## src/rtl/irqenc_pkg.sv

```systemverilog
package irqenc_pkg;

  localparam int ADDR_W = 3;

  typedef enum logic [ADDR_W-1:0] {
    A_STATUS = 3'd0,
    A_MMASK  = 3'd1,
    A_PMASK  = 3'd2,
    A_DMASK  = 3'd3,
    A_DPEND  = 3'd4
  } reg_addr_e;

  // cascade slot numbers
  localparam int CRIT_HP_SLOT    = 2;
  localparam int MAIN_LP_SLOT    = 4;
  localparam int PERIPH_DMA_SLOT = 0;
  localparam int CRIT_N          = 4;

  // status word field positions
  localparam int ST_CRIT_V = 10;
  localparam int ST_CRIT_I = 8;
  localparam int ST_MAIN_V = 21;
  localparam int ST_MAIN_I = 16;
  localparam int ST_PER_V  = 29;
  localparam int ST_PER_I  = 24;

  // {found, index} of lowest set bit
  function automatic logic [5:0] lowest_set(input logic [31:0] v);
    logic [5:0] r;
    r = 6'd0;
    for (int i = 31; i >= 0; i--) begin
      if (v[i]) r = {1'b1, 5'(i)};
    end
    return r;
  endfunction

  function automatic int main_mask_bit(input int n);
    return 16 - n;
  endfunction

  function automatic int periph_mask_bit(input int n);
    return 31 - n;
  endfunction

  function automatic logic [31:0] main_impl(input int n);
    logic [31:0] r;
    r = '0;
    for (int i = 0; i < n; i++) r[main_mask_bit(i)] = 1'b1;
    return r;
  endfunction

  function automatic logic [31:0] periph_impl(input int n);
    logic [31:0] r;
    r = '0;
    for (int i = 0; i < n; i++) r[periph_mask_bit(i)] = 1'b1;
    return r;
  endfunction

  function automatic logic [31:0] status_pack(
    input logic cv, input logic [1:0] ci,
    input logic mv, input logic [4:0] mi,
    input logic pv, input logic [4:0] pi);
    logic [31:0] s;
    s = '0;
    s[ST_CRIT_V] = cv;
    s[ST_CRIT_I +: 2] = cv ? ci : 2'd0;
    s[ST_MAIN_V] = mv;
    s[ST_MAIN_I +: 5] = mv ? mi : 5'd0;
    s[ST_PER_V] = pv;
    s[ST_PER_I +: 5] = pv ? pi : 5'd0;
    return s;
  endfunction

endpackage

```

## src/rtl/irqenc_prio.sv

```systemverilog
module irqenc_prio #(
  parameter int N = 8
) (
  input  logic [N-1:0] req,
  output logic         valid,
  output logic [4:0]   idx
);
  logic [31:0] wide;
  logic [5:0]  hit;

  always_comb begin
    wide  = 32'(req);
    hit   = irqenc_pkg::lowest_set(wide);
    valid = hit[5];
    idx   = hit[4:0];
  end
endmodule

```

## src/rtl/irqenc_regs.sv

```systemverilog
module irqenc_regs
  import irqenc_pkg::*;
#(
  parameter int MAIN_N   = 17,
  parameter int PERIPH_N = 24,
  parameter int DMA_N    = 32
) (
  input  logic                clk,
  input  logic                rst_n,
  input  logic                bus_wr,
  input  logic [ADDR_W-1:0]   bus_addr,
  input  logic [31:0]         bus_wdata,
  input  logic [DMA_N-1:0]    dma_req,
  input  logic [CRIT_N-1:0]   crit_req,
  input  logic                ack_fire,
  input  logic [1:0]          ack_idx,
  output logic [31:0]         main_mask,
  output logic [31:0]         periph_mask,
  output logic [DMA_N-1:0]    dma_mask,
  output logic [DMA_N-1:0]    dma_pend,
  output logic [CRIT_N-1:0]   crit_pend,
  output logic [CRIT_N-1:0]   crit_rise
);
  localparam logic [31:0] MAIN_IMPL   = main_impl(MAIN_N);
  localparam logic [31:0] PERIPH_IMPL = periph_impl(PERIPH_N);
  localparam logic [CRIT_N-1:0] CRIT_EXT = ~(CRIT_N'(1) << CRIT_HP_SLOT);

  logic [CRIT_N-1:0] crit_prev;
  logic [CRIT_N-1:0] crit_clr;
  logic [DMA_N-1:0]  dma_clr;
  logic              wr_mm, wr_pm, wr_dm, wr_dp;

  always_comb begin
    wr_mm    = bus_wr && (bus_addr == A_MMASK);
    wr_pm    = bus_wr && (bus_addr == A_PMASK);
    wr_dm    = bus_wr && (bus_addr == A_DMASK);
    wr_dp    = bus_wr && (bus_addr == A_DPEND);
    dma_clr  = wr_dp ? bus_wdata[DMA_N-1:0] : '0;
    crit_clr = ack_fire ? (CRIT_N'(1) << ack_idx) : '0;
    crit_rise = crit_req & ~crit_prev & CRIT_EXT;
  end

  always_ff @(posedge clk or negedge rst_n) begin
    if (!rst_n) begin
      main_mask   <= MAIN_IMPL;
      periph_mask <= PERIPH_IMPL;
      dma_mask    <= '1;
    end else begin
      if (wr_mm) main_mask   <= bus_wdata & MAIN_IMPL;
      if (wr_pm) periph_mask <= bus_wdata & PERIPH_IMPL;
      if (wr_dm) dma_mask    <= bus_wdata[DMA_N-1:0];
    end
  end

  // pending bits: a new event wins over a clear in the same cycle
  always_ff @(posedge clk or negedge rst_n) begin
    if (!rst_n) begin
      dma_pend  <= '0;
      crit_pend <= '0;
      crit_prev <= '0;
    end else begin
      dma_pend  <= (dma_pend & ~dma_clr) | dma_req;
      crit_pend <= (crit_pend & ~crit_clr) | crit_rise;
      crit_prev <= crit_req;
    end
  end
endmodule

```

## src/rtl/irqenc_cascade.sv

```systemverilog
module irqenc_cascade
  import irqenc_pkg::*;
#(
  parameter int          MAIN_N   = 17,
  parameter int          PERIPH_N = 24,
  parameter int          DMA_N    = 32,
  parameter logic [31:0] HP_SET   = 32'h0000_000E
) (
  input  logic [MAIN_N-1:0]   main_req,
  input  logic [PERIPH_N-1:0] periph_req,
  input  logic [DMA_N-1:0]    dma_pend,
  input  logic [DMA_N-1:0]    dma_mask,
  input  logic [31:0]         main_mask,
  input  logic [31:0]         periph_mask,
  input  logic [CRIT_N-1:0]   crit_pend,
  output logic [CRIT_N-1:0]   crit_vec,
  output logic [MAIN_N-1:0]   main_vec,
  output logic [PERIPH_N-1:0] periph_vec,
  output logic [PERIPH_N-1:0] periph_hp_vec,
  output logic                hp_any,
  output logic                lp_any,
  output logic                dma_any
);
  localparam logic [PERIPH_N-1:0] HP = HP_SET[PERIPH_N-1:0] &
                                       ~(PERIPH_N'(1) << PERIPH_DMA_SLOT);

  assign dma_any = |(dma_pend & ~dma_mask);

  for (genvar n = 0; n < PERIPH_N; n++) begin : g_per
    if (n == PERIPH_DMA_SLOT) begin : g_dma
      assign periph_vec[n] = dma_any & ~periph_mask[periph_mask_bit(n)];
    end else begin : g_ext
      assign periph_vec[n] = periph_req[n] & ~periph_mask[periph_mask_bit(n)];
    end
  end

  assign periph_hp_vec = periph_vec & HP;
  assign hp_any        = |periph_hp_vec;
  assign lp_any        = |(periph_vec & ~HP);

  for (genvar n = 0; n < MAIN_N; n++) begin : g_main
    if (n == MAIN_LP_SLOT) begin : g_lp
      assign main_vec[n] = lp_any & ~main_mask[main_mask_bit(n)];
    end else begin : g_ext
      assign main_vec[n] = main_req[n] & ~main_mask[main_mask_bit(n)];
    end
  end

  for (genvar n = 0; n < CRIT_N; n++) begin : g_crit
    if (n == CRIT_HP_SLOT) begin : g_hp
      assign crit_vec[n] = hp_any;
    end else begin : g_ext
      assign crit_vec[n] = crit_pend[n];
    end
  end
endmodule

```

## src/rtl/irqenc_top.sv

```systemverilog
module irqenc_top
  import irqenc_pkg::*;
#(
  parameter int          MAIN_N   = 17,
  parameter int          PERIPH_N = 24,
  parameter int          DMA_N    = 32,
  parameter logic [31:0] HP_SET   = 32'h0000_000E
) (
  input  logic                clk,
  input  logic                rst_n,
  input  logic [3:0]          crit_req,
  input  logic [MAIN_N-1:0]   main_req,
  input  logic [PERIPH_N-1:0] periph_req,
  input  logic [DMA_N-1:0]    dma_req,
  input  logic                bus_wr,
  input  logic [2:0]          bus_addr,
  input  logic [31:0]         bus_wdata,
  output logic [31:0]         bus_rdata,
  output logic                cpu_irq
);
  logic [31:0]         main_mask, periph_mask;
  logic [DMA_N-1:0]    dma_mask, dma_pend;
  logic [CRIT_N-1:0]   crit_pend, crit_rise, crit_vec;
  logic [MAIN_N-1:0]   main_vec;
  logic [PERIPH_N-1:0] periph_vec, periph_hp_vec;
  logic                hp_any, lp_any, dma_any;
  logic                c_v, m_v, p_v, phv;
  logic [4:0]          c_i, m_i, p_i, phi;
  logic [31:0]         status_next, status_q;
  logic                ack_fire;
  logic [31:0]         dma_pend_x, dma_req_x;

  // acknowledge targets the critical slot currently shown
  assign ack_fire = bus_wr && (bus_addr == A_STATUS) && bus_wdata[ST_CRIT_V] &&
                    status_q[ST_CRIT_V] &&
                    (status_q[ST_CRIT_I +: 2] != 2'(CRIT_HP_SLOT));

  irqenc_regs #(.MAIN_N(MAIN_N), .PERIPH_N(PERIPH_N), .DMA_N(DMA_N)) u_regs (
    .clk(clk), .rst_n(rst_n), .bus_wr(bus_wr), .bus_addr(bus_addr),
    .bus_wdata(bus_wdata), .dma_req(dma_req), .crit_req(crit_req),
    .ack_fire(ack_fire), .ack_idx(status_q[ST_CRIT_I +: 2]),
    .main_mask(main_mask), .periph_mask(periph_mask), .dma_mask(dma_mask),
    .dma_pend(dma_pend), .crit_pend(crit_pend), .crit_rise(crit_rise)
  );

  irqenc_cascade #(.MAIN_N(MAIN_N), .PERIPH_N(PERIPH_N), .DMA_N(DMA_N),
                   .HP_SET(HP_SET)) u_casc (
    .main_req(main_req), .periph_req(periph_req), .dma_pend(dma_pend),
    .dma_mask(dma_mask), .main_mask(main_mask), .periph_mask(periph_mask),
    .crit_pend(crit_pend), .crit_vec(crit_vec), .main_vec(main_vec),
    .periph_vec(periph_vec), .periph_hp_vec(periph_hp_vec),
    .hp_any(hp_any), .lp_any(lp_any), .dma_any(dma_any)
  );

  irqenc_prio #(.N(CRIT_N))   u_pc  (.req(crit_vec),      .valid(c_v), .idx(c_i));
  irqenc_prio #(.N(MAIN_N))   u_pm  (.req(main_vec),      .valid(m_v), .idx(m_i));
  irqenc_prio #(.N(PERIPH_N)) u_pp  (.req(periph_vec),    .valid(p_v), .idx(p_i));
  irqenc_prio #(.N(PERIPH_N)) u_php (.req(periph_hp_vec), .valid(phv), .idx(phi));

  always_comb begin
    status_next = status_pack(c_v, c_i[1:0], m_v, m_i, p_v, phv ? phi : p_i);
  end

  always_ff @(posedge clk or negedge rst_n) begin
    if (!rst_n) begin
      status_q <= '0;
      cpu_irq  <= 1'b0;
    end else begin
      status_q <= status_next;
      cpu_irq  <= c_v | m_v | p_v;
    end
  end

  assign dma_pend_x = 32'(dma_pend);
  assign dma_req_x  = 32'(dma_req);

  always_comb begin
    case (bus_addr)
      A_STATUS: bus_rdata = status_q;
      A_MMASK:  bus_rdata = main_mask;
      A_PMASK:  bus_rdata = periph_mask;
      A_DMASK:  bus_rdata = 32'(dma_mask);
      A_DPEND:  bus_rdata = dma_pend_x;
      default:  bus_rdata = '0;
    endcase
  end
endmodule

```

## config.mk

```make
export PLATFORM = sky130hd
export DESIGN_NAME = irqenc_top
export DESIGN_NICKNAME = d
export VERILOG_FILES = /design/src/rtl/irqenc_pkg.sv /design/src/rtl/irqenc_prio.sv /design/src/rtl/irqenc_regs.sv /design/src/rtl/irqenc_cascade.sv /design/src/rtl/irqenc_top.sv
export SDC_FILE = /design/constraint.sdc
export NUM_CORES = 1
export LEC_CHECK = 0
export ABC_AREA = 1
export BUFFER_PORTS_ARGS = -buffer_cell sky130_fd_sc_hd__buf_2
export CAP_MARGIN = 10
export CELL_PAD_IN_SITES_DETAIL_PLACEMENT = 1
export CELL_PAD_IN_SITES_GLOBAL_PLACEMENT = 2
export CORE_ASPECT_RATIO = 1.2
export CORE_MARGIN = 2
export CORE_UTILIZATION = 32
export DETAILED_ROUTE_END_ITERATION = 6
export PLACE_DENSITY_LB_ADDON = 0.2
export SYNTH_ARGS = -nofsm -noshare
export SYNTH_HDL_FRONTEND = slang
export SYNTH_HIERARCHICAL = 1
export SYNTH_SLANG_ARGS = --single-unit
```

## constraint.sdc

```tcl
create_clock -name clk -period 2.3 [get_ports clk]
set_input_delay 0.23 -clock clk [delete_from_list [all_inputs] [get_ports clk]]
set_output_delay 0.23 -clock clk [all_outputs]
set_load 0.03 [all_outputs]
```

==> results of run 1 <==
[cell type report]
class / instances / area (um^2)
fillers: 3454 / 15900
multi-input cells: 816 / 3950
flip-flops and latches: 127 / 3270
repair buffers: 263 / 1800
inverters: 251 / 943
clock buffers: 21 / 470
well taps: 340 / 425
clock inverters: 11 / 139
[power by group]
| part | switching (mW) | leakage, nW | total, mW | internal, mW |
|---|---|---|---|---|
| registers | 0.233 | 1.31 | 2.92 | 2.69 |
| clock network | 1.06 | 0.299 | 2.84 | 1.78 |
| logic | 1.26 | 4.26 | 2.04 | 0.783 |
| total | 2.55 | 5.86 | 7.81 | 5.26 |
[what timing repair did]
| item | in CTS | in global routing |
|---|---|---|
| hold endpoints to repair | 50 | 0 |
| buffers inserted | 0 | 3 |
| endpoints found under the setup margin | 2 | 11 |
| pin swaps | 3 | 12 |
| gates cloned | 0 | 0 |
| gates resized for setup | 9 | 17 |
| hold buffers | 33 | 0 |
[per-stage QoR]
stage                     cells  utilization, %  setup slack [ns]  hold WS (ns)  power (mW)
final                      1829            40.9            0.0952       0.00955        7.81
after global routing       1829            40.9           -0.0432        0.0188        8.23
after CTS                  1826            40.6            0.0153       0.00249        7.85
after detailed placement   1761            37.0           -0.0316         0.245        4.91
after global placement     1761            37.0          -0.00796         0.246        4.87
after floorplan            1300               -             0.245       -0.0656        4.08
[worst max path at each step]
| stage | startpoint | to |
|---|---|---|
| after floorplan | u_regs/dma_mask[10] | cpu_irq |
| after detailed placement | u_regs/periph_mask[22] | cpu_irq |
| after global placement | u_regs/dma_mask[8] | cpu_irq |
| final | u_regs/periph_mask[9] | cpu_irq |
| after CTS | u_regs/dma_mask[5] | cpu_irq |
| after global routing | u_regs/periph_mask[9] | status_q[24] |
[worst max-delay path, delay by kind of cell (launching register included)]
family | cells | cell delay (ns)
buffers and inverters | 1 | 0.11
DFF | 1 | 0.53
AOI/OAI and AO/OA | 1 | 0.11
and+or+nand+nor | 10 | 1.34
[state kept, by name, indices dropped and copies added (netlist names)]
| signal | count |
|---|---|
| u_regs/dma_mask | 32 |
| u_regs/dma_pend | 32 |
| u_regs/periph_mask | 24 |
| u_regs/main_mask | 17 |
| status_q | 15 |
| u_regs/crit_pend | 3 |
| u_regs/crit_prev | 3 |
| cpu_irq | 1 |
[per-layer routing]
metal / wire (um) / track usage, %
met5: 0 / 0
met4: 587 / 6.26
met3: 985 / 3.53
met2: 16400 / 41.6
met1: 14000 / 28.4
[cell usage in the layout, fill, tap and decap left out, types with 4 or more instances in the layout]
cell type and instances:
nand2_1 319, inv_1 243, buf_2 143, nor2_1 112, nand4_1 92, nand3_1 90, buf_4 78, dfstp_2 73
dfrtp_1 54, o21ai_2 48, conb_1 44, o21ai_0 38, dlygate4sd3_1 33, clkbuf_16 17, o21ai_1 11, nand2_2 9
buf_12 8, nor2_4 7, inv_2 6, clkinv_2 6, nor3_1 5, a21oi_2 5, nor2_2 4, nor4_1 4
a21oi_1 4
==> flow_summary.json, run 1 <==
{
  "status": "finished, final reports clean",
  "hold_depth": 3,
  "min_period_over_period_pct": 95.9,
  "drc": 0,
  "r2r_end": "cpu_irq",
  "netlist_area_um2": 8720,
  "ir_drop_uv": 376,
  "ios": 148,
  "grt_antenna_before_repair": 0,
  "clk_pin_slew_ns": 0.06,
  "p_per_area_nw_per_um2": 710,
  "final_nets": 1591,
  "worstHoldPathType": "in2reg",
  "syn-instance-count": 1258,
  "cp-start-kind": "flop",
  "tns_ns": 0,
  "insertion_delay_ns": 0.43,
  "num_vias": 8682,
  "maxSlewViolCount": 0,
  "regToRegStartpoint": "u_regs/periph_mask[9]",
  "cts_root_buf": "clkbuf_16",
  "detailed_place.area_um2": 9960,
  "wl_mm": 32.0,
  "dp_hpwl_mm": 23.8,
  "rsz0062_at_grt": "yes",
  "grt_use_total_pct": 23.0,
  "vias_per_cell": 4.75,
  "fp.dieW_um": 155,
  "grt_max_degree": 65,
  "cp_data_required_time_ns": 2.61,
  "slowest_delay_ns": 0.53,
  "cp-end-kind": "flop",
  "critPathMaxFanout": 2,
  "htreeDepth": 4,
  "drtIter0Drc": 319,
  "cts_tree": "yes",
  "start_util_pct": 32.4,
  "setup_violations": 0,
  "numClockSinks": 127,
  "finalHoldViolations": 0,
  "final_area_um2": 11000,
  "path_class": "reg2reg",
  "yosysWarnings": 6,
  "hp-start": "dma_req[3]",
  "ant_nets": 0,
  "cts_made_buffers": 17,
  "worstRegToRegCells": 12,
  "grt_pass1_vias": 8972,
  "wl_per_cell_um": 17.5,
  "clock_skew_ns": 0.00991,
  "die_h_um": 185,
  "antenna_cells": 0,
  "slew_headroom_pct": 59.8,
  "grt_pass1_wl_mm": 50.0,
  "path_cells": "or2_1, buf_4, nand2_1, nor2_1, nand2_1, nor2_4, a21oi_2, nor2_2, nand2_2, nor2_4, nand3_2, or3_1",
  "drv_cap": 0,
  "first_pass_iters": 5,
  "cp_slowest_cell": "dfstp_2",
  "leakage_nw": 5.86,
  "dieArea_um2": 28600,
  "syn-mean-instance-area_um2": 6.93,
  "grt-ovfl-total": 0,
  "syn2layout_area_growth_pct": 26.2,
  "gp_congestion": 0.852,
  "cts_max_path_buffers": 2,
  "row_count": 66,
  "period_needed_ns": 2.20,
  "port_buffers": 144,
  "arrival_ns": 2.51,
  "drive_above_1_share_pct": 28.4,
  "reg2reg_slack_ns": 0.1,
  "fmax_mhz": 454,
  "worstMarginPinSlew_ns": 0.602,
  "core-area_um2": 26900,
  "min_to": "u_regs/dma_pend[3]"
}
No activity file was read; power rests on OpenSTA's default activity.
==> run 2, diff against run 1 <==
--- a/config.mk
+++ b/config.mk
@@ -8,11 +8,9 @@
 export ABC_AREA = 1
 export BUFFER_PORTS_ARGS = -buffer_cell sky130_fd_sc_hd__buf_2
 export CAP_MARGIN = 10
-export CELL_PAD_IN_SITES_DETAIL_PLACEMENT = 1
-export CELL_PAD_IN_SITES_GLOBAL_PLACEMENT = 2
 export CORE_ASPECT_RATIO = 1.2
 export CORE_MARGIN = 2
-export CORE_UTILIZATION = 32
+export CORE_UTILIZATION = 45
 export DETAILED_ROUTE_END_ITERATION = 6
 export PLACE_DENSITY_LB_ADDON = 0.2
 export SYNTH_ARGS = -nofsm -noshare
==> run 2 against run 1 <==
Effect of this change: setup slack worse by 0.035 ns; first-iteration DRC count up 110%; non-clock buffer count fell by 23; power grew 1.4%; sequential share of layout area is 0.75 points higher; maximum frequency is 1.6% lower; via count is 2.0% lower; clock skew is 0.00093 ns lower; register-to-register slack got worse by 0.03 ns; design area shrank 2.5%; flip-flop and latch count unchanged; combinational power is 9% lower.
==> flow_summary.json, run 2 (synthesis results as in run 1) <==
{
  "path_class": "reg2reg",
  "final_nets": 1568,
  "mostFrequentLayoutCell": "nand2_1",
  "detailed_place.area_um2": 9670,
  "wl_mm": 27.0,
  "finalHoldViolations": 0,
  "cp-end-kind": "flop",
  "dp_hpwl_mm": 20.0,
  "final_cell_mix": "325 x nand2_1, 246 x inv_1, 143 x buf_2",
  "min_period_over_period_pct": 97.4,
  "slew_headroom_pct": 61.2,
  "cp_data_required_time_ns": 2.60,
  "wl_per_cell_um": 15.7,
  "dp_slack_ns": -0.0477,
  "post_cts_buffers": 0,
  "grt_pass1_wl_mm": 42.3,
  "setup_violations": 0,
  "period_needed_ns": 2.24,
  "ant_nets": 0,
  "dieArea_um2": 20500,
  "tns_ns": 0,
  "status": "finished, final reports clean",
  "cts_made_buffers": 17,
  "syn2layout_area_growth_pct": 23.1,
  "worstRegToRegCells": 14,
  "final_util_pct": 56.7,
  "cts_max_path_buffers": 2,
  "gp_congestion": 0.896,
  "ir_drop_uv": 502,
  "grt_max_degree": 54,
  "hold_depth": 3,
  "leakage_nw": 5.77,
  "p_per_area_nw_per_um2": 738,
  "drv_cap": 0,
  "ios": 148,
  "clock_skew_ns": 0.00898,
  "insertion_delay_ns": 0.42,
  "core-area_um2": 18900,
  "final_area_um2": 10700,
  "drc": 0,
  "start_util_pct": 46.1,
  "fmax_mhz": 446,
  "worstMarginPinSlew_ns": 0.582,
  "placed_cells": 1656,
  "vias_per_cell": 4.94,
  "critPathMaxFanout": 2,
  "port_buffers": 144,
  "top_regs": "u_regs/dma_mask x32, u_regs/dma_pend x32, u_regs/periph_mask x24",
  "die_h_um": 156,
  "worstHoldPathType": "in2reg",
  "cp-start-kind": "flop",
  "drtIter0Drc": 662,
  "first_pass_iters": 5,
  "grt_pass1_vias": 8196,
  "grt_use_total_pct": 27.1,
  "maxSlewViolCount": 0,
  "drive_above_1_share_pct": 26.7,
  "rsz0062_at_grt": "yes",
  "fin_ws_ns": 0.0602,
  "clk_pin_slew_ns": 0.06,
  "cts_tree": "yes",
  "cts_root_buf": "clkbuf_16",
  "arrival_ns": 2.54,
  "numClockSinks": 127,
  "instances_no_fill": 1722,
  "row_count": 55,
  "grt_antenna_before_repair": 0,
  "num_vias": 8507,
  "grt-ovfl-total": 0,
  "fp.dieW_um": 131,
  "htreeDepth": 4,
  "antenna_cells": 0,
  "fillCellCount": 1831
}
[run 2: cell types whose count changed in the layout (fill, tap and decap cells not counted), sizes merged]
cell / delta
clkinvlp: -1
clkbuf: -3
dlygate4sd3: +1
inv: +1
bufinv: +3
buf: -24
[run 2: layout make-up]
type	instances	area [um^2]	area share, %
timing repair buffer	240	1600	14.9
sequential	127	3270	30.5
clock buffer	18	439	4.09
multi-input combinational	816	3920	36.5
inverter	251	943	8.79
tap	256	320	2.98
clock inverter	14	238	2.21
[run 2: worst max-delay path: stages (launching register included)]
cell,delay [ns]
dfstp_2,0.53
inv_1,0.04
nand2_1,0.15
nand2_1,0.07
nor2_1,0.11
nand2_1,0.06
nor2_1,0.11
nand2_2,0.08
nand2_4,0.06
a21oi_2,0.07
nor2_2,0.15
nand2_2,0.10
nor2_4,0.14
nand3_2,0.11
or3_1,0.36
[run 2: path summary, 6_finish.rpt]
kind                                            end           startpoint  slack [ns]
max in group asynchronous       u_regs/dma_mask[16]                rst_n        1.22
worst min register to register  u_regs/crit_pend[3]  u_regs/crit_prev[3]        0.42
worst max register to register              cpu_irq   u_regs/dma_mask[3]        0.06
worst max-delay path                        cpu_irq   u_regs/dma_mask[3]        0.06
worst min-delay path            u_regs/dma_pend[22]          dma_req[22]        0.03
min in group asynchronous        u_regs/dma_pend[4]                rst_n        0.35
[run 2: repair_timing]
item,CTS,global route
hold buffers,34,0
endpoints found under the hold margin,54,0
pin swaps,0,4
resized for setup,3,10
endpoints found under the setup margin,1,12
[run 2: per-layer routing]
layer	vias up	track usage (%)	share of wire, %
met4	0	10.8	3.3
met5	-	0	0
met1	3928	34.8	42
li1	4238	-	-
met2	291	45.0	49
met3	50	4.79	6.1
[run 2: power by group]
part | switching [mW] | internal [mW]
combinational | 1.16 | 0.704
sequential | 0.246 | 2.69
clock | 1.06 | 2.06
[run 2: per-stage QoR]
step	hold slack [ns]	total power, mW
2_1_floorplan	-0.0656	4.08
5_1_grt	0.0200	8.32
3_5_place_dp	0.266	4.74
4_1_cts	0.0127	7.93
6_report	0.0284	7.92
3_3_place_gp	0.265	4.72
